<file path="src/rtl/rsc_encoder.sv">
module rsc_encoder #(
  parameter bit RATE_FIFTH = 1'b1
) (
  input  logic clk,
  input  logic rst,
  input  logic en,
  input  logic in_valid,
  input  logic in_bit,
  input  logic term,
  output logic out_valid,
  output logic sys_out,
  output logic par0_out,
  output logic par1_out,
  output logic tail_out
);

  localparam int MEM = 3;
  localparam int CW  = $clog2(MEM);

  logic [MEM-1:0] st;     // st[0] is the newest element
  logic [CW-1:0]  left;

  wire in_tail  = (left != '0);
  wire start    = term && !in_tail;
  wire tail_now = in_tail || start;
  wire fb       = st[1] ^ st[2];
  wire x        = tail_now ? fb : in_bit;
  wire a        = x ^ fb;
  wire p0       = a ^ st[0] ^ st[2];
  wire p1       = a ^ st[0] ^ st[1] ^ st[2];
  wire step     = tail_now || in_valid;

  always_ff @(posedge clk) begin
    if (rst) begin
      st        <= '0;
      left      <= '0;
      out_valid <= 1'b0;
      sys_out   <= 1'b0;
      par0_out  <= 1'b0;
      par1_out  <= 1'b0;
      tail_out  <= 1'b0;
    end else if (en) begin
      if (step) begin
        st        <= {st[MEM-2:0], a};
        sys_out   <= x;
        par0_out  <= p0;
        par1_out  <= RATE_FIFTH ? p1 : 1'b0;
        out_valid <= 1'b1;
        tail_out  <= tail_now;
        left      <= start ? CW'(MEM-1) : (in_tail ? left - 1'b1 : '0);
      end else begin
        out_valid <= 1'b0;
        tail_out  <= 1'b0;
      end
    end
  end

  AST_TAIL_CLEARS: assert property (@(posedge clk) disable iff (rst)
    (en && left == CW'(1)) |=> (st == '0));

  AST_FREEZE_HOLDS: assert property (@(posedge clk) disable iff (rst)
    (!en && !$past(rst)) |=> $stable({st, left, out_valid, sys_out, par0_out, par1_out, tail_out}));

  AST_TAIL_IS_VALID: assert property (@(posedge clk) disable iff (rst)
    tail_out |-> out_valid);

  AST_TERM_STARTS_TAIL: assert property (@(posedge clk) disable iff (rst)
    (en && term && left == '0) |=> (tail_out && out_valid));

  AST_NO_TAIL_OVERRUN: assert property (@(posedge clk) disable iff (rst)
    (en && left == CW'(1)) |=> !in_tail);

  AST_CLEAR_IDLE: assert property (@(posedge clk)
    rst |=> (!out_valid && !tail_out && st == '0));

endmodule

</file>
<file path="config.mk">
export PLATFORM = sky130hd
export DESIGN_NAME = rsc_encoder
export DESIGN_NICKNAME = d
export VERILOG_FILES = /design/src/rtl/rsc_encoder.sv
export SDC_FILE = /design/constraint.sdc
export NUM_CORES = 1
export LEC_CHECK = 0
export ABC_AREA = 1
export ABC_CLOCK_PERIOD_IN_PS = 1150
export BUFFER_PORTS_ARGS = -buffer_cell sky130_fd_sc_hd__clkbuf_2
export CORE_AREA = 4 4 41 43
export CTS_CLUSTER_SIZE = 16
export DETAILED_ROUTE_END_ITERATION = 8
export DIE_AREA = 0 0 45 47
export PLACE_DENSITY = 0.63
export REMOVE_ABC_BUFFERS = 1
export SYNTH_ARGS = -nofsm -noshare
export SYNTH_HDL_FRONTEND = slang
export SYNTH_SLANG_ARGS = --single-unit
</file>
<file path="constraint.sdc">
create_clock -name clk -period 1.15 [get_ports clk]
set_input_delay 0.0575 -clock clk [delete_from_list [all_inputs] [get_ports clk]]
set_output_delay 0.0575 -clock clk [all_outputs]
set_load 0.01 [all_outputs]
</file>
# Yosys cells after proc, flatten, opt, wreduce, memory -nomap -nowiden
# Index checks and enable logic that the tools add are counted.
# Widths: inputs -> output; s select.
# word_totals
reg_bits,10
output_inout_bits,5
in_bits,6
# classes
n_bitwise,6
n_reduce_logical,6
addsub,1
muxes,5
# ops
op,n
$xor 1x1->1,6
$mux 2,2
$mux 1,3
$logic_or 1x1->1,2
$reduce_and 2->1,1
$reduce_bool 2->1,1
$sub 2x1->2 const B,1
$logic_and 1x1->1,1
$logic_not 1->1,1

# Longest topological paths before layout
# Gate-level depths: netlist (run 1).
# depth
ltp_word,9
ltp_mapped,9
mapped_depth_nobuf,9

# Worst setup path before layout (run 1)
# Ideal clock, no wire load.
# synth_timing
path_type,register -> register
startpoint,register left[0]
endpoint,register par0_out
slack_ns,0.123
arrival_time_ns,0.918
path_stages_with_launch,9
synth_period_minus_slack_ns,1.027
setup_time_ns,0.109
required_ns,1.041
cell_sequence,dfxtp_1 > nor2_4 > nand3_2 > nand2_4 > inv_2 > nor2_1 > nor2_1 > nand2_1 > inv_1
# synth_via
elab_chain_cells,8
word_cells_on_any_way,10
# synth_rtl
element,line_no,source
start: declaration,21,logic [CW-1:0] left;
start signal: assignment,50,left <= start ? CW'(MEM-1) : (in_tail ? left - 1'b1 : '0);
$reduce_bool 2->1 *,23,wire in_tail = (left != '0);
$logic_not 1->1,24,wire start = term && !in_tail;
$logic_and 1x1->1,24,
$logic_or 1x1->1 *,25,wire tail_now = in_tail || start;
$mux 1,27,wire x = tail_now ? fb : in_bit;
$xor 1x1->1,28,wire a = x ^ fb;
$xor 1x1->1 (2 in a row),29,wire p0 = a ^ st[0] ^ st[2];
end signal: assignment,46,par0_out <= p0;
end: declaration,12,"output logic par0_out,"
# Every way passes the cells marked *; elsewhere a longest branch is shown, timed or not.
# A chain may end at the register's enable or synchronous reset.

# Worst setup path in the final report (run 1)
# layout_timing
startpoint,register left[1]
endpoint,register par0_out
# Same word-level chain as after synthesis.

==> qor.yml, run 1 <==
multi_input_area_um2: 253
overflow: 0
grt_pass1_vias: 409
synth_compound_area_frac: 0.131
ir_drop_v: 0.000534
grt_pass1_wl_um: 1640
clkTransAtPathRegs_ps: 60
routed_wl_um: 965
grt_max_degree: 9
die_x_um: 45
dieArea_mm2: 0.00212
intPower_w: 0.000568
fin_crit_ps: 1090
antenna_found_initial: 0
synth_top_area_cell: "dfxtp_1"
maxSlewHeadroom: 0.837
ff2ff_path_depth: 8
layout.nets: 96
tightest_slew_ps: 243
antennaDiodeCount: 0
maxSlewViolCount: 0
synth_cell_types: 20
end_kind: "register"
power.switching_w: 0.000222
synth_top_family_by_area: "simple AND/OR/NAND/NOR gates"
power.density_mw_per_mm2: 1270
regArea_um2: 205
min_from: "rst"
die_h_um: 47
min_to: "par1_out$_SDFFE_PP0P_"
min_period_over_period: 0.947
netlist_area_um2: 505
track_usage: 0.113
synthSimpleGateAreaFrac: 0.342
synth_mux_area_frac: 0
num_rows: 13
final_cells: 103
final_layout_size_suffix_gt1_frac: 0.330
cts_buffer_depth: 2
crit_path_top_delay_cell: "dfxtp_2"
avgSynthCellArea_um2: 6.92
cp-start-kind: "register"
rsz0062_at_grt: "true"
dp_hpwl_um: 737
yosys-top-cells-area: "dfxtp_1, nand2_1, inv_1, a21oi_1, nor2_1"
clk_latency_ps: 260
dr.pass1.iters: 4
critical_path.top_delay_family: "simple AND/OR/NAND/NOR gates"
crit_required_ps: 1310
post_drt_wl_per_cell_um: 9.37
min_path_type: "input pin to register"
portBuffers: 10
pwr-share-clk: 0.285
clock_skew_ps: 4.07
yosysSeqAreaShare: 0.396
cts.sinks: 10
synth-seq-cells: 10
r2r_slack_ps: 60
crit_buf_inv: 2
cts_tree: "yes"
max-cap-violations: 0
layout_common_cells: "nand2_1, inv_1, clkbuf_2"
whs_path_depth: 2
layout_commonest_cell: "nand2_1"
netlist_instances: 73
routed_via_density: 4.64
status: "finished, final reports clean"
gp_congestion: 0.749
slowest_delay_ps: 330
switching_share: 0.281
cts_hold_buf: 0
reg2reg_to: "par0_out$_SDFFE_PP0P_"
numCtsBuffers: 3
synth_xor_area_frac: 0.0173
ios: 11
htreeDepth: 1
yosysWarnings: 0
dp_cells: 97
synthAdderAreaFrac: 0
r2r_start: "left[1]$_SDFFE_PP0P_"
num_vias: 478
syn2layout_area_growth_pct: 23.5
root_buffer: "clkbuf_4"
fp.coreArea_mm2: 0.00130
finalSetupViolCount: 0
fmax_mhz: 918
drt_iter0_drc: 6
design_power_total_w: 0.000791
fillCellCount: 147
worstPathArrival_ps: 1250
power_frac_seq: 0.496
crit_fanout: 6
crit_start: "left[1]$_SDFFE_PP0P_"
drtAntennaViolNets: 0
start_util: 0.388
synth_top_area_frac: 0.396
drc: 0
path_class: "register to register"
p_comb_frac: 0.219
path_cells: "nor2_4, nand3_2, nand2_4, inv_2, nor2_2, nor2_1, nand2_1, inv_1"
finalHoldViolCount: 0
leakage_nw: 0.309
## cells in the mapped netlist (all sizes together)
master   n
nand3b   2
nand3    6
nor2     9
xnor2    1
nand2   17
dfxtp   10
buf      1
inv     14
nor3     1
a21oi    8
o31ai    1
o21ai    3
## how the worst max path moves through the flow
stage / end / cells after the start
floorplan: par0_out$_SDFFE_PP0P_ / 8
global placement: par0_out$_SDFFE_PP0P_ / 8
detailed placement: par0_out$_SDFFE_PP0P_ / 8
CTS: par0_out$_SDFFE_PP0P_ / 8
global route: par0_out$_SDFFE_PP0P_ / 8
finish: par0_out$_SDFFE_PP0P_ / 8
## cell type report
class | count | share of cell area
Inverter | 14 | 0.0842
Clock buffer | 3 | 0.0361
Multi-Input combinational cell | 48 | 0.405
Tap cell | 15 | 0.0301
Timing Repair Buffer | 13 | 0.116
Sequential cell | 10 | 0.329
## state kept, by name (all words and copies together) (netlist names)
name and flops:
sys_out 1, left 2, tail_out 1, par0_out 1, out_valid 1, st 3, par1_out 1
## routing by layer
layer	vias up	wire (um)	global-route usage
li1	260	-	-
met1	206	477	0.143
met2	8	409	0.150
met3	4	48	0.0345
met4	0	29	0.105
met5	-	0	0
## stage by stage
step / worst slack, ps / util / TNS [ps] / cell area (um2) / hold slack, ps
2_1_floorplan: 128 / - / 0 / 500 / 120
3_3_place_gp: 74.9 / 0.438 / 0 / 569 / 340
3_5_place_dp: 48.8 / 0.438 / 0 / 569 / 340
4_1_cts: 28.3 / 0.455 / 0 / 592 / 67.9
5_1_grt: -21.6 / 0.480 / -21.6 / 624 / 83.5
6_report: 61.0 / 0.480 / 0 / 624 / 70.8
## power by group through the flow
stage	Combinational, W	Sequential, W	Clock [W]
6_report	0.000173	0.000392	0.000225
5_1_grt	0.000198	0.000396	0.000258
4_1_cts	0.000159	0.000390	0.000237
3_5_place_dp	0.000158	0.000398	0
3_3_place_gp	0.000158	0.000398	0
2_1_floorplan	0.000106	0.000403	0
## kinds of logic after synthesis
family,after synthesis
and+or+nand+nor,35
buffers and inverters,15
AOI/OAI and AO/OA,12
DFF,10
xor gates and xnor gates,1
## worst register-to-register path: cells and delay by family (launching register included)
family / cells / cell delay, ps
buf+inv: 2 / 100
flops: 1 / 330
simple gates: 6 / 560
## what timing repair did
action                                 in CTS  in global routing
setup endpoints to repair                   0                  2
resized for setup                           0                  6
buffers inserted                            0                  3
endpoints found under the hold margin       0                  0
No activity file was read; power rests on OpenSTA's default activity.
==> run 2: changes to the inputs <==
--- a/config.mk
+++ b/config.mk
@@ -9,6 +9,7 @@
 export ABC_CLOCK_PERIOD_IN_PS = 1150
 export BUFFER_PORTS_ARGS = -buffer_cell sky130_fd_sc_hd__clkbuf_2
 export CORE_AREA = 4 4 41 43
+export CTS_BUF_LIST = sky130_fd_sc_hd__clkbuf_8
 export CTS_CLUSTER_SIZE = 16
 export DETAILED_ROUTE_END_ITERATION = 8
 export DIE_AREA = 0 0 45 47
==> run 2 against run 1 <==
Effect of this change:
- largest power group unchanged
- global-route usage increased by 0.24 points
- highest routed layer unchanged
- final area increased by 2.6%
- critical endpoint is now st[2]$_SDFFE_PP0P_
- non-clock buffer count unchanged
==> qor.yml, run 2 (same netlist as run 1, synthesis figures left out) <==
cts_hold_buf: 0  # unchanged
htreeDepth: 1  # unchanged
ir_drop_v: 0.000817  # +53%
finalHoldViolCount: 0  # unchanged
start_util: 0.388  # unchanged
num_rows: 13  # unchanged
fin_util: 0.492  # +0.0125
crit_fanout: 5  # -1
portBuffers: 10  # unchanged
antenna_found_initial: 0  # unchanged
drtAntennaViolNets: 0  # unchanged
min_path_type: "input pin to register"
dieArea_mm2: 0.00212  # unchanged
status: "finished, final reports clean"
tightest_slew_ps: 242  # -1.29 ps
clock_skew_ps: 2.30  # -1.76 ps
die_h_um: 47  # unchanged
power.density_mw_per_mm2: 1430  # +13%
maxSlewHeadroom: 0.838  # +0.000869
min_period_over_period: 0.943  # -0.00368
worstPathArrival_ps: 1240  # about the same
post_drt_wl_per_cell_um: 9.76  # +4.1%
maxSlewViolCount: 0  # unchanged
final_layout_size_suffix_gt1_frac: 0.307  # -0.0227
fillCellCount: 145  # -1.4%
fin_crit_ps: 1080  # -4.23 ps
gp_congestion: 0.749  # unchanged
fmax_mhz: 922  # +0.39%
crit_required_ps: 1310  # about the same
syn2layout_area_growth_pct: 26.7
grt_pass1_vias: 417  # +2.0%
end_kind: "register"
clkTransAtPathRegs_ps: 40  # -20 ps
root_buffer: "clkbuf_8"
routed_via_density: 4.74  # +2.1%
routed_wl_um: 1010  # +4.1%
track_usage: 0.115  # +0.00238
clk_latency_ps: 230  # -30 ps
layout.nets: 96  # unchanged
regMostFlops: "st"
layout_common_cells: "inv_1, nand2_1, clkbuf_2"
largest_reg_flops: 3  # unchanged
dr.pass1.iters: 4  # unchanged
path_class: "register to register"
ios: 11  # unchanged
die_x_um: 45  # unchanged
max-cap-violations: 0  # unchanged
grt_pass1_wl_um: 1680  # +2.5%
r2r_slack_ps: 70  # about the same
num_vias: 488  # +2.1%
grt_max_degree: 9  # unchanged
finalSetupViolCount: 0  # unchanged
rsz0062_at_grt: "true"
numCtsBuffers: 3  # unchanged
cts_tree: "yes"
fp.coreArea_mm2: 0.00130  # unchanged
antennaDiodeCount: 0  # unchanged
drc: 0  # unchanged
design_power_total_w: 0.000915  # +16%
leakage_nw: 0.316  # +2.1%
cp-start-kind: "register"
drt_iter0_drc: 11  # +5
reg_top3: "st (3), left (2)"
cts_buffer_depth: 2  # unchanged
overflow: 0  # unchanged
dp_hpwl_um: 737  # unchanged
cts.sinks: 10  # unchanged
-- run 2: cell types whose count changed in the layout (fill, tap and decap cells not counted) --
cell	delta
nand2_2	+1
nor2_2	-1
nand2_1	-1
dfxtp_1	+2
dfxtp_2	-2
clkbuf_4	-3
clkbuf_8	+3
nor2_1	+1
-- run 2: report_power, final --
part	switching, W	total, W	internal, W
clock	0.000121	0.000349	0.000228
combinational	0.000100	0.000174	0.0000741
sequential	0.0000176	0.000392	0.000374
-- run 2: worst max-delay path: stages, from the launching register on --
cell	delay, ps
dfxtp_1	330
nor2_4	140
nand3_2	110
nand2_4	100
buf_4	130
o21ai_0	80
a21oi_1	130
-- run 2: cell type report --
type / count / area, um2 / share of cell area
inverter: 14 / 52.6 / 0.0820
timing repair buffer: 13 / 72.6 / 0.113
sequential: 10 / 203 / 0.316
clock buffer: 3 / 41.3 / 0.0645
multi-input combinational: 48 / 253 / 0.395
tap: 15 / 18.8 / 0.0293
-- run 2: what timing repair did --
action,4_1_cts,5_1_grt
endpoints found under the setup margin,0,2
buffers inserted,0,3
resized for setup,0,4
-- run 2: worst paths after layout --
kind / start / to / depth (start not counted)
setup / recovery: left[1]$_SDFFE_PP0P_ / st[2]$_SDFFE_PP0P_ / 6
hold / removal: rst / par1_out$_SDFFE_PP0P_ / 2
setup reg to reg: left[1]$_SDFFE_PP0P_ / st[2]$_SDFFE_PP0P_ / 6
hold reg to reg: out_valid$_SDFFE_PP0P_ / out_valid$_SDFFE_PP0P_ / 2
-- run 2: metrics by stage --
stage	instance area [um2]	setup slack [ps]	TNS, ps	hold slack [ps]	instances
after floorplan	500	128	0	120	72
after global placement	569	74.9	0	340	97
after detailed placement	569	48.8	0	340	97
after CTS	611	32.5	0	102	100
after global routing	641	-32.0	-53.6	118	103
final	641	65.3	0	100	103
-- run 2: per-layer routing --
metal | routed length, um | global-route usage | up-vias
li1 | - | - | 261
met1 | 468 | 0.147 | 212
met5 | 0 | 0 | -
met4 | 37 | 0.105 | 0
met3 | 58 | 0.0345 | 4
met2 | 442 | 0.153 | 11
==> run 3: changes to the inputs <==
--- a/config.mk
+++ b/config.mk
@@ -13,6 +13,7 @@
 export CTS_CLUSTER_SIZE = 16
 export DETAILED_ROUTE_END_ITERATION = 8
 export DIE_AREA = 0 0 45 47
+export HOLD_SLACK_MARGIN = 0.12
 export PLACE_DENSITY = 0.63
 export REMOVE_ABC_BUFFERS = 1
 export SYNTH_ARGS = -nofsm -noshare
==> run 3 against run 2 <==
Effect of this change:
- clock skew is essentially flat
- maximum frequency is essentially flat
- setup slack is essentially flat
- total power grew 0.33%
- global-route usage grew 0.079 points
- largest cell class unchanged
- largest power group unchanged
==> qor.yml, run 3 (same netlist as run 1, synthesis figures left out) <==
grt_max_degree: 9  # unchanged
largest_reg_flops: 3  # unchanged
drtAntennaViolNets: 0  # unchanged
gp_congestion: 0.749  # unchanged
dp_hpwl_um: 737  # unchanged
antenna_found_initial: 0  # unchanged
drt_iter0_drc: 11  # unchanged
cts_tree: "yes"
tightest_slew_ps: 242  # unchanged
worstPathArrival_ps: 1240  # about the same
htreeDepth: 1  # unchanged
crit_path_top_delay_cell: "dfxtp_1"
maxSlewHeadroom: 0.838  # unchanged
post_drt_wl_per_cell_um: 9.72  # -0.37%
routed_via_density: 4.71  # -0.56%
layout_setup_ws_ps: 65.0  # -0.285 ps
layout.nets: 97  # +1.0%
worstSetupPathDepth: 6  # unchanged
die_h_um: 47  # unchanged
overflow: 0  # unchanged
die_x_um: 45  # unchanged
layout_common_cells: "inv_1, nand2_1, clkbuf_2"
final_cell_area_um2: 651  # +1.6%
dp_worst_setup_slack_ps: 48.8  # unchanged
crit_fanout: 5  # unchanged
regMostFlops: "st"
clk_latency_ps: 230  # about the same
slowest_delay_ps: 330  # about the same
leakage_nw: 0.320  # +1.3%
reg_top3: "st (3), left (2)"
portBuffers: 10  # unchanged
path_cells: "nor2_4, nand3_2, nand2_4, buf_4, o21ai_0, a21oi_1"
fin_crit_ps: 1090  # +0.285 ps
whs_path_depth: 3  # +1
min_path_type: "input pin to register"
end_kind: "register"
grt_pass1_wl_um: 1690  # +0.84%
busiest_layer: "met2"
antennaDiodeCount: 0  # unchanged
dr.pass1.iters: 4  # unchanged
rsz0062_at_grt: "true"
clock_skew_ps: 2.51  # +0.204 ps
crit_buf_inv: 1  # unchanged
use_met2: 0.153  # unchanged
placed_cell_area_um2: 569  # unchanged
status: "finished, final reports clean"
cts.sinks: 10  # unchanged
grt_pass1_vias: 420  # +0.72%
ir_drop_v: 0.000817  # about the same
cp-start-kind: "register"
finalSetupViolCount: 0  # unchanged
fillCellCount: 146  # +0.69%
maxSlewViolCount: 0  # unchanged
numCtsBuffers: 3  # unchanged
finalHoldViolCount: 0  # unchanged
cts_buffer_depth: 2  # unchanged
ff2ff_path_depth: 6  # unchanged
syn2layout_area_growth_pct: 28.7
track_usage: 0.116  # +0.000793
fp.coreArea_mm2: 0.00130  # unchanged
power.density_mw_per_mm2: 1410  # -1.2%
max-cap-violations: 0  # unchanged
num_vias: 490  # +0.41%
start_util: 0.388  # unchanged
r2r_slack_ps: 60  # about the same
min_period_over_period: 0.944  # about the same
clkTransAtPathRegs_ps: 40  # about the same
ios: 11  # unchanged
gr-usage-met3: 0.0345  # unchanged
num_rows: 13  # unchanged
path_class: "register to register"
met1_usage: 0.149  # +0.00230
critical_path.top_delay_family: "simple AND/OR/NAND/NOR gates"
fmax_mhz: 922  # about the same
final_layout_size_suffix_gt1_frac: 0.303  # -0.00345
drc: 0  # unchanged
dieArea_mm2: 0.00212  # unchanged
root_buffer: "clkbuf_8"
crit_required_ps: 1310  # about the same
routed_wl_um: 1010  # +0.60%
run 3: changes by cell type in the layout (fill, tap and decap cells not counted):
cell	change
dlygate4sd3_1	+1
run 3: where the power goes:
group | internal, W | total, W | switching [W]
Clock | 0.000228 | 0.000349 | 0.000121
Combinational | 0.0000763 | 0.000177 | 0.000101
Sequential | 0.000374 | 0.000392 | 0.0000176
run 3: layout make-up:
type | count | area [um2] | share of cell area
Multi-Input combinational cell | 48 | 253 | 0.388
Tap cell | 15 | 18.8 | 0.0288
Timing Repair Buffer | 14 | 82.6 | 0.127
Clock buffer | 3 | 41.3 | 0.0635
Sequential cell | 10 | 203 | 0.312
Inverter | 14 | 52.6 | 0.0808
run 3: metal layers:
metal / vias up / share of wire
met5: - / 0
met4: 0 / 0.037
met3: 4 / 0.057
met2: 11 / 0.44
met1: 212 / 0.47
li1: 263 / -
run 3: path summary, 6_finish.rpt:
path,startpoint,to
max reg2reg,left[1]$_SDFFE_PP0P_,st[2]$_SDFFE_PP0P_
min,en,tail_out$_SDFFE_PP0P_
min reg2reg,out_valid$_SDFFE_PP0P_,out_valid$_SDFFE_PP0P_
max,left[1]$_SDFFE_PP0P_,st[2]$_SDFFE_PP0P_
run 3: per-stage QoR:
step                setup TNS, ps  hold slack [ps]  total power [W]  cells   util
floorplan                       0              120         0.000509     72      -
CTS                             0              137         0.000911    101  0.477
global placement                0              340         0.000556     97  0.438
finish                          0              138         0.000918    104  0.500
global route                -53.5              153         0.000979    104  0.500
detailed placement              0              340         0.000556     97  0.438
run 3: timing repair:
item | 4_1_cts | 5_1_grt
gates resized for setup | 0 | 4
buffers inserted | 0 | 3
endpoints found under the hold margin | 1 | 0
endpoints found under the setup margin | 0 | 2
hold buffers | 1 | 0
run 3: tightest hold or removal path: cells and delay by family:
family                 cells  cell delay, ps
AND/OR/NAND/NOR            1              80
buffers and inverters      1             130
AO/OA/AOI/OAI              1              60
